`src/rtl/sbk_pkg.sv`:
```
// Package: shared constants and flag type for the banked stack pointer bank.
// Assumes a 32-bit datapath and a 16-entry general register file.
package sbk_pkg;
    localparam int SP_INDEX      = 15;  // general register holding live SP
    localparam int CA_STATUS     = 0;
    localparam int CA_CONDITION  = 1;
    localparam int CA_INT_SP     = 2;
    localparam int CA_USR_SP     = 3;
    localparam int CA_SCRATCH_LO = 4;
    localparam int N_SCRATCH     = 3;

    // Bit positions within the status word
    localparam int B_BK_MODE = 15;
    localparam int B_BK_IEN  = 14;
    localparam int B_BK_COND = 8;
    localparam int B_MODE    = 7;
    localparam int B_IEN     = 6;
    localparam int B_COND    = 0;

    typedef struct packed {
        logic bk_mode;
        logic bk_ien;
        logic bk_cond;
        logic mode;
        logic ien;
        logic cond;
    } sbk_flags_t;
endpackage

```
`src/rtl/sbk_gpr_file.sv`:
```
// Module: general register file with one extra write port dedicated to the
// stack pointer entry. Assumes the dedicated port has priority over the
// general write port when both target the stack pointer entry.
module sbk_gpr_file #(
    parameter int DW = 32,
    parameter int AW = 4
) (
    input  logic          clk,
    input  logic          rst_n,
    input  logic          we,
    input  logic [AW-1:0] waddr,
    input  logic [DW-1:0] wdata,
    input  logic          sp_we,
    input  logic [DW-1:0] sp_wdata,
    input  logic [AW-1:0] raddr,
    output logic [DW-1:0] rdata,
    output logic [DW-1:0] sp_q
);
    localparam int NREG = 1 << AW;

    logic [DW-1:0] regs [NREG];

    for (genvar i = 0; i < NREG; i++) begin : g_reg
        if (i == sbk_pkg::SP_INDEX) begin : g_sp
            // Stack pointer entry: dedicated port overrides the general port
            always_ff @(posedge clk) begin
                if (!rst_n)
                    regs[i] <= '0;
                else if (sp_we)
                    regs[i] <= sp_wdata;
                else if (we && waddr == AW'(i))
                    regs[i] <= wdata;
            end
        end else begin : g_plain
            // Ordinary entry: written only by the general port
            always_ff @(posedge clk) begin
                if (!rst_n)
                    regs[i] <= '0;
                else if (we && waddr == AW'(i))
                    regs[i] <= wdata;
            end
        end
    end

    assign rdata = regs[raddr];
    assign sp_q  = regs[sbk_pkg::SP_INDEX];
endmodule

```
`src/rtl/sbk_flags.sv`:
```
// Module: holds the six status flags. A full status write loads all of them
// from their bit positions; a condition write updates the condition only.
// Assumes the two write strobes are never active together.
module sbk_flags #(
    parameter int DW = 32
) (
    input  logic               clk,
    input  logic               rst_n,
    input  logic               status_we,
    input  logic               cond_we,
    input  logic [DW-1:0]      wdata,
    output sbk_pkg::sbk_flags_t q
);
    import sbk_pkg::*;

    // Flag register update
    always_ff @(posedge clk) begin
        if (!rst_n) begin
            q <= '0;
        end else if (status_we) begin
            q.bk_mode <= wdata[B_BK_MODE];
            q.bk_ien  <= wdata[B_BK_IEN];
            q.bk_cond <= wdata[B_BK_COND];
            q.mode    <= wdata[B_MODE];
            q.ien     <= wdata[B_IEN];
            q.cond    <= wdata[B_COND];
        end else if (cond_we) begin
            q.cond    <= wdata[B_COND];
        end
    end
endmodule

```
`src/rtl/sbk_shadow_store.sv`:
```
// Module: the two stack pointer shadows plus the plain scratch registers.
// Assumes the parent resolves which shadow is live; this block only stores.
module sbk_shadow_store #(
    parameter int DW   = 32,
    parameter int NSCR = 3
) (
    input  logic            clk,
    input  logic            rst_n,
    input  logic            isp_we,
    input  logic [DW-1:0]   isp_d,
    input  logic            usp_we,
    input  logic [DW-1:0]   usp_d,
    input  logic [NSCR-1:0] scr_we,
    input  logic [DW-1:0]   scr_d,
    output logic [DW-1:0]   isp_q,
    output logic [DW-1:0]   usp_q,
    output logic [DW-1:0]   scr_q [NSCR]
);
    // Interrupt stack pointer shadow
    always_ff @(posedge clk) begin
        if (!rst_n)      isp_q <= '0;
        else if (isp_we) isp_q <= isp_d;
    end

    // User stack pointer shadow
    always_ff @(posedge clk) begin
        if (!rst_n)      usp_q <= '0;
        else if (usp_we) usp_q <= usp_d;
    end

    for (genvar k = 0; k < NSCR; k++) begin : g_scr
        // Scratch register k
        always_ff @(posedge clk) begin
            if (!rst_n)         scr_q[k] <= '0;
            else if (scr_we[k]) scr_q[k] <= scr_d;
        end
    end
endmodule

```
`src/rtl/sp_bank_ctrl.sv`:
```
// Module: top of the banked stack pointer control register bank. Decodes
// control writes, performs the stack pointer swap on a mode change, and
// builds the combinational control read data. Assumes one control write and
// one general write per cycle at most; a swap overrides a general write to
// the stack pointer entry.
module sp_bank_ctrl #(
    parameter int DW    = 32,
    parameter int CR_AW = 3,
    parameter int GR_AW = 4
) (
    input  logic             clk,
    input  logic             rst_n,
    input  logic [CR_AW-1:0] cr_raddr,
    output logic [DW-1:0]    cr_rdata,
    input  logic             cr_we,
    input  logic [CR_AW-1:0] cr_waddr,
    input  logic [DW-1:0]    cr_wdata,
    input  logic [GR_AW-1:0] gr_raddr,
    output logic [DW-1:0]    gr_rdata,
    input  logic             gr_we,
    input  logic [GR_AW-1:0] gr_waddr,
    input  logic [DW-1:0]    gr_wdata
);
    import sbk_pkg::*;

    localparam int NSCR = N_SCRATCH;

    sbk_flags_t    flags_q;
    logic          stack_mode;
    logic [DW-1:0] sp_q, isp_sh, usp_sh;
    logic [DW-1:0] scr_q [NSCR];
    logic [NSCR-1:0] scr_we;

    logic wr_status, wr_cond, wr_isp, wr_usp, swap;
    logic sp_we, isp_we, usp_we;
    logic [DW-1:0] sp_d, isp_d, usp_d;

    assign stack_mode = flags_q.mode;

    // Control write decode
    always_comb begin
        wr_status = cr_we && (cr_waddr == CR_AW'(CA_STATUS));
        wr_cond   = cr_we && (cr_waddr == CR_AW'(CA_CONDITION));
        wr_isp    = cr_we && (cr_waddr == CR_AW'(CA_INT_SP));
        wr_usp    = cr_we && (cr_waddr == CR_AW'(CA_USR_SP));
        swap      = wr_status && (cr_wdata[B_MODE] != stack_mode);
    end

    // Stack pointer routing: swap or mode-aware pointer writes
    always_comb begin
        sp_we  = swap || (wr_isp && !stack_mode) || (wr_usp && stack_mode);
        sp_d   = swap ? (stack_mode ? isp_sh : usp_sh) : cr_wdata;
        isp_we = (swap && !stack_mode) || (wr_isp && stack_mode);
        isp_d  = swap ? sp_q : cr_wdata;
        usp_we = (swap && stack_mode) || (wr_usp && !stack_mode);
        usp_d  = swap ? sp_q : cr_wdata;
    end

    for (genvar k = 0; k < NSCR; k++) begin : g_scr_dec
        assign scr_we[k] = cr_we && (cr_waddr == CR_AW'(CA_SCRATCH_LO + k));
    end

    sbk_gpr_file #(.DW(DW), .AW(GR_AW)) u_gpr (
        .clk      (clk),
        .rst_n    (rst_n),
        .we       (gr_we),
        .waddr    (gr_waddr),
        .wdata    (gr_wdata),
        .sp_we    (sp_we),
        .sp_wdata (sp_d),
        .raddr    (gr_raddr),
        .rdata    (gr_rdata),
        .sp_q     (sp_q)
    );

    sbk_flags #(.DW(DW)) u_flags (
        .clk       (clk),
        .rst_n     (rst_n),
        .status_we (wr_status),
        .cond_we   (wr_cond),
        .wdata     (cr_wdata),
        .q         (flags_q)
    );

    sbk_shadow_store #(.DW(DW), .NSCR(NSCR)) u_store (
        .clk    (clk),
        .rst_n  (rst_n),
        .isp_we (isp_we),
        .isp_d  (isp_d),
        .usp_we (usp_we),
        .usp_d  (usp_d),
        .scr_we (scr_we),
        .scr_d  (cr_wdata),
        .isp_q  (isp_sh),
        .usp_q  (usp_sh),
        .scr_q  (scr_q)
    );

    // Control read multiplexer
    always_comb begin
        cr_rdata = '0;
        if (cr_raddr == CR_AW'(CA_STATUS)) begin
            cr_rdata[B_BK_MODE] = flags_q.bk_mode;
            cr_rdata[B_BK_IEN]  = flags_q.bk_ien;
            cr_rdata[B_BK_COND] = flags_q.bk_cond;
            cr_rdata[B_MODE]    = flags_q.mode;
            cr_rdata[B_IEN]     = flags_q.ien;
            cr_rdata[B_COND]    = flags_q.cond;
        end else if (cr_raddr == CR_AW'(CA_CONDITION)) begin
            cr_rdata[B_COND]    = flags_q.cond;
        end else if (cr_raddr == CR_AW'(CA_INT_SP)) begin
            cr_rdata = stack_mode ? isp_sh : sp_q;
        end else if (cr_raddr == CR_AW'(CA_USR_SP)) begin
            cr_rdata = stack_mode ? sp_q : usp_sh;
        end else begin
            for (int k = 0; k < NSCR; k++)
                if (cr_raddr == CR_AW'(CA_SCRATCH_LO + k))
                    cr_rdata = scr_q[k];
        end
    end
endmodule

```
`config.mk`:
```
export PLATFORM = sky130hd
export DESIGN_NAME = sp_bank_ctrl
export DESIGN_NICKNAME = d
export VERILOG_FILES = /design/src/rtl/sbk_pkg.sv /design/src/rtl/sbk_gpr_file.sv /design/src/rtl/sbk_flags.sv /design/src/rtl/sbk_shadow_store.sv /design/src/rtl/sp_bank_ctrl.sv
export SDC_FILE = /design/constraint.sdc
export NUM_CORES = 1
export LEC_CHECK = 0
export ABC_CLOCK_PERIOD_IN_PS = 4710
export BUFFER_PORTS_ARGS = -buffer_cell sky130_fd_sc_hd__clkbuf_2
export CORE_MARGIN = 1.5
export CORE_UTILIZATION = 60
export DETAILED_ROUTE_END_ITERATION = 12
export PLACE_DENSITY = 0.78
export SKIP_LAST_GASP = 1
export SYNTH_ARGS = -nofsm -noshare
export SYNTH_HDL_FRONTEND = slang
export SYNTH_HIERARCHICAL = 1
export SYNTH_SLANG_ARGS = --single-unit
```
`constraint.sdc`:
```
create_clock -name clk -period 4.71 [get_ports clk]
set_input_delay 0.471 -clock clk [delete_from_list [all_inputs] [get_ports clk]]
set_output_delay 0.471 -clock clk [all_outputs]
set_load 0.01 [all_outputs]
```
Word level (Yosys, flattened, before mapping)

Memories as Yosys holds them, arrays and structs flattened.
Cells that the tools add are included.

Eq/ne operators: 28
Muxes and demuxes: 90
Bitwise logic cells: 17
Reduce and logical (&&, ||, !) cells: 39

Operators by type and width:

| kind                 | count |
|---|---|
| $mux W32             | 27 |
| $mux W1              | 57 |
| $eq A4 B4 Y1 const B | 8 |
| $mux W31             | 1 |
| $logic_and A1 B1 Y1  | 30 |
| $eq A3 B3 Y1 const B | 6 |
| $or A1 B1 Y1         | 17 |
| $eq A4 B3 Y1 const B | 4 |
| $mux W16             | 1 |
| $eq A3 B2 Y1 const B | 4 |
| $mux W5              | 2 |
| $eq A4 B2 Y1 const B | 2 |
| $eq A3 B1 Y1 const B | 2 |
| $logic_not A3 Y1     | 2 |
| $eq A4 B1 Y1 const B | 1 |
| $logic_not A4 Y1     | 1 |
| $logic_or A1 B1 Y1   | 4 |
| $mux W3              | 1 |
| $mux W2              | 1 |
| $reduce_bool A2 Y1   | 1 |
| $logic_not A1 Y1     | 1 |
| $ne A1 B1 Y1         | 1 |

Bits in registers: 166
Memory bits (writable): 512
Bits of input ports: 82
Output and inout port bits: 64
Logic and storage cells: 186
Memories: 1

Memories:

| memory     | depth | bits a word | rd ports | clocked after memory_dff | write ports | line               | RTL |
|---|---|---|---|---|---|---|---|
| u_gpr.regs | 16    | 32          | 2        | 0                        | 16          | sbk_gpr_file.sv:21 | `logic [DW-1:0] regs [NREG];` |

Longest topological paths before layout

Depth after elaboration: 10
Depth in mapped cells: 11
Depth with buffers taken out: 7

Cells and area by module

Netlist, hierarchy kept.

Modules (own cells, without submodules):

| module           | times used | cells an instance | area each (µm²) | sequential area each (µm²) |
|---|---|---|---|---|
| sbk_gpr_file     | 1          | 1469              | 23182.2         | 15374.7 |
| sbk_shadow_store | 1          | 517               | 6175.9          | 3203.1 |
| sp_bank_ctrl     | 1          | 505               | 2976.6          | 0.0 |
| sbk_flags        | 1          | 20                | 231.5           | 120.1 |

Worst setup path before layout

No wires, ideal clock.

Path type: input to register
From: input gr_we
To: memory u_gpr.regs[2][0], enable pin
Library setup time: 0.466 ns
Arrival: 3.412 ns
Required time: 4.244 ns
Path slack: 0.833 ns
Stages on the path: 3
Buffers on the path: 1
Cell sequence: buf_2 -> or3b_2 -> o21ai_0

RTL lines:

| element     | line               | RTL |
|---|---|---|
| from (decl) | sp_bank_ctrl.sv:20 | `input logic gr_we,` |
| to (decl)   | sbk_gpr_file.sv:21 |  |

Worst setup path in the final report

From: register u_flags/q[2] in the netlist's numbering
To: output cr_rdata[3]

Longest elaborated chain between the ends: 5
Elaborated cells between the ends (all ways): 6
Those cells by class: mux (6)

RTL lines:

| element     | line                | RTL |
|---|---|---|
| from (decl) | sbk_flags.sv:12     | `output sbk_pkg::sbk_flags_t q` |
| $mux W32    | sp_bank_ctrl.sv:114 | `cr_rdata = stack_mode ? sp_q : usp_sh;` |
| $mux W32    | sp_bank_ctrl.sv:113 | `end else if (cr_raddr == CR_AW'(CA_USR_SP)) begin` |
| $mux W32 *  | sp_bank_ctrl.sv:111 | `end else if (cr_raddr == CR_AW'(CA_INT_SP)) begin` |
| $mux W31 *  | sp_bank_ctrl.sv:109 | `end else if (cr_raddr == CR_AW'(CA_CONDITION)) begin` |
| $mux W5 *   | sp_bank_ctrl.sv:102 | `if (cr_raddr == CR_AW'(CA_STATUS)) begin` |
| to (decl)   | sp_bank_ctrl.sv:14  | `output logic [DW-1:0] cr_rdata,` |

Every way passes the cells marked *; elsewhere a longest branch is shown, timed or not.

==> flow_summary.ini <==
[synth]
yosys_warnings = 6
synth.area.top_cells = edfxtp_1, dfxtp_1, and2_1
synthTopCellsByCount = edfxtp_1, and2_1, mux2i_1, nor2b_1, dfxtp_1
yosysTopAreaCell = edfxtp_1
syn-num-nets = 2593
netlist-cell-type-count = 47
synth_edf_count = 512
synthFlopType = edfxtp_1
synthesis.area_mm2 = 0.0326
yosysSeqAreaShare_pct = 57.4
synthCells = 2511
synth_seq_cells = 678
synth_top_area_share_pct = 47.2
synth.most_common_cell = edfxtp_1
synthArstFlopShare_pct = 0
syn_area_per_cell_um2 = 13.0

[worst_setup_path]
path_class = flip-flop to primary output
cp_top_family = flip-flops
cp_slowest_cell = dfxtp_4
worst-path-buf-inv = 2
arrival_ns = 3.14
critPathMaxFanout = 67
rr_endpoint = u_gpr/regs[15][19]$_DFFE_PP_
endpoint_kind = primary output
crit_required_ns = 4.24
slowest_delay_ns = 0.84
path_cells = buf_4, nor2b_1, a21oi_1, o22ai_1, a21o_1, clkbuf_2
timing.rr.start = u_flags/q[2]$_SDFFE_PN0P_
critPathLaunchType = flip-flop
ff2ff_setup_slack_ns = 1.56
r2r_cells = 6

[timing]
fin_crit_sh_pct = 76.7
clock_skew_ns = 0.00608
drv_slew = 0
worst_pin_slew_ns = 1.28
setup_viol = 0
max_freq_mhz = 277
timing.setup.tns_ns = 0
period_needed_ns = 3.61
rsz0062_at_grt = false
final_hold_viol_count = 0
slew_headroom_pct = 14.7

[global_route]
met2_usage_pct = 50.0
track_usage_pct = 30.8
grt_busiest_layer = met2
use_met3_pct = 4.88
grt_first_pass_wirelength_um = 130000
grt_antenna_before_repair = 1
grt_max_degree = 144
grt_pass1_vias = 21249
met1_usage_pct = 43.0
overflow = 0

[drt]
wl_um = 86000
num_vias = 21199
drcViolationCount = 0
viasPerCell = 6.42
wl_per_cell_um = 26.0
dr.pass1.iters = 5
drtAntennaViolNets = 0
drt_iter0_drc = 2117

[clocking]
clk_pin_slew_ns = 0.06
root_buffer = clkbuf_16
clk_path_buf_depth = 3
cts_resized = 0
cts_tree = yes
cts_max_level = 3
post_cts_buffers = 0
insertion_delay_ns = 0.61
numCtsBuffers = 72
cts_hold_buf = 0
clock_sinks = 678

[floorplan]
fp.dieH_um = 236
coreArea_mm2 = 0.0537
io_pins = 146
fp.dieArea_mm2 = 0.0557
start_util_pct = 60.6
die_w_um = 236
rows = 85

[min_path]
hold-path-endpoint = u_store/scr_q[73]$_SDFFE_PN0P_
hp-start = cr_wdata[9]
hold_depth = 3
hold_path.class = primary input to flip-flop

[final_layout]
drive_above_1_share_pct = 18.0
layout.nets = 2634
multi_input_area_mm2 = 0.0129
finalCoreUtilization_pct = 67.0
areaGrowthSynthToFinish_pct = 10.5
area.sequential_mm2 = 0.0187
fillCellCount = 3718

[power]
irDropWorstVdd_uv = 318
powerDensity_mw_per_mm2 = 380
p_total_mw = 13.7
power.leakage_nw = 12.6

[placed_design]
hpwlAfterDp_um = 51700
gp_congestion = 0.842
portBuffers = 145

[job]
drv_cap = 0

[outcome]
status = finished, final reports clean
[where the power goes]
| part | switching [mW] | internal [mW] |
|---|---|---|
| Sequential | 0.128 | 6.72 |
| Clock | 2.30 | 3.37 |
| Combinational | 0.719 | 0.447 |
| Total | 3.15 | 10.5 |
[registers in the layout, indices dropped and copies added (netlist names)]
register / flops
u_gpr/regs: 512
u_flags/q: 6
u_store/scr_q: 96
u_store/usp_q: 32
u_store/isp_q: 32
[worst reg2reg max path, stage by stage (launching register included)]
cell and delay, ns:
dfxtp_4 0.84, nor2_1 0.19, a311oi_4 0.30, buf_4 0.40, and4b_1 0.67, a32oi_1 0.43
nor2b_1 0.07
[cell usage in the layout (no fill, tap or decap), types with 36 or more instances in the layout]
master	instances
a21oi_1	58
a22oi_1	65
and2_1	481
buf_4	54
clkbuf_16	77
clkbuf_2	142
dfxtp_1	165
edfxtp_1	512
mux2i_1	237
mux4_2	128
nand2_1	131
nand3_1	36
nor2b_1	224
[worst max path at each step]
stage	start	end	slack [ns]	depth (start not counted)
6_report	u_flags/q[2]$_SDFFE_PN0P_	cr_rdata[3]	1.10	6
5_1_grt	u_flags/q[2]$_SDFFE_PN0P_	cr_rdata[3]	0.92	6
4_1_cts	u_flags/q[2]$_SDFFE_PN0P_	cr_rdata[3]	1.10	6
3_5_place_dp	cr_raddr[1]	cr_rdata[25]	1.34	7
3_3_place_gp	gr_raddr[0]	gr_rdata[31]	1.46	6
2_1_floorplan	gr_we	u_gpr/regs[2][0]$_SDFFCE_PN0P_	0.83	3
[per-layer routing]
layer	wire length, µm	vias up
met4	2270	0
met5	0	-
met3	7620	130
li1	-	9180
met2	41500	1137
met1	34600	10752
[through the flow]
| stage | setup slack (ns) | cell area, µm² | cells | hold WS [ns] |
|---|---|---|---|---|
| finish | 1.10 | 36000 | 3304 | 0.204 |
| CTS | 1.10 | 36000 | 3302 | 0.178 |
| detailed placement | 1.34 | 33700 | 3174 | 0.456 |
| global route | 0.917 | 36000 | 3303 | 0.211 |
| floorplan | 0.833 | 32600 | 2511 | 0.435 |
| global placement | 1.46 | 33700 | 3174 | 0.453 |
[cell type report]
| class | instances | share of cell area, % |
|---|---|---|
| Clock inverter | 34 | 0.925 |
| Tap cell | 696 | 2.42 |
| Antenna cell | 2 | 0.0139 |
| Timing Repair Buffer | 198 | 3.19 |
| Clock buffer | 94 | 5.56 |
| Multi-Input combinational cell | 1602 | 35.9 |
| Sequential cell | 678 | 52.0 |
[logic make-up after synthesis]
group                     count (synthesis)  share of synthesized area (%)
AOI/OAI and AO/OA                       298                           5.90
xor gates and xnor gates                  1                         0.0269
buffers and inverters                   231                           3.65
DFF                                     678                           57.4
muxes                                   371                           16.3
and+or+nand+nor                         932                           16.7
No activity file was read; power rests on OpenSTA's default activity.
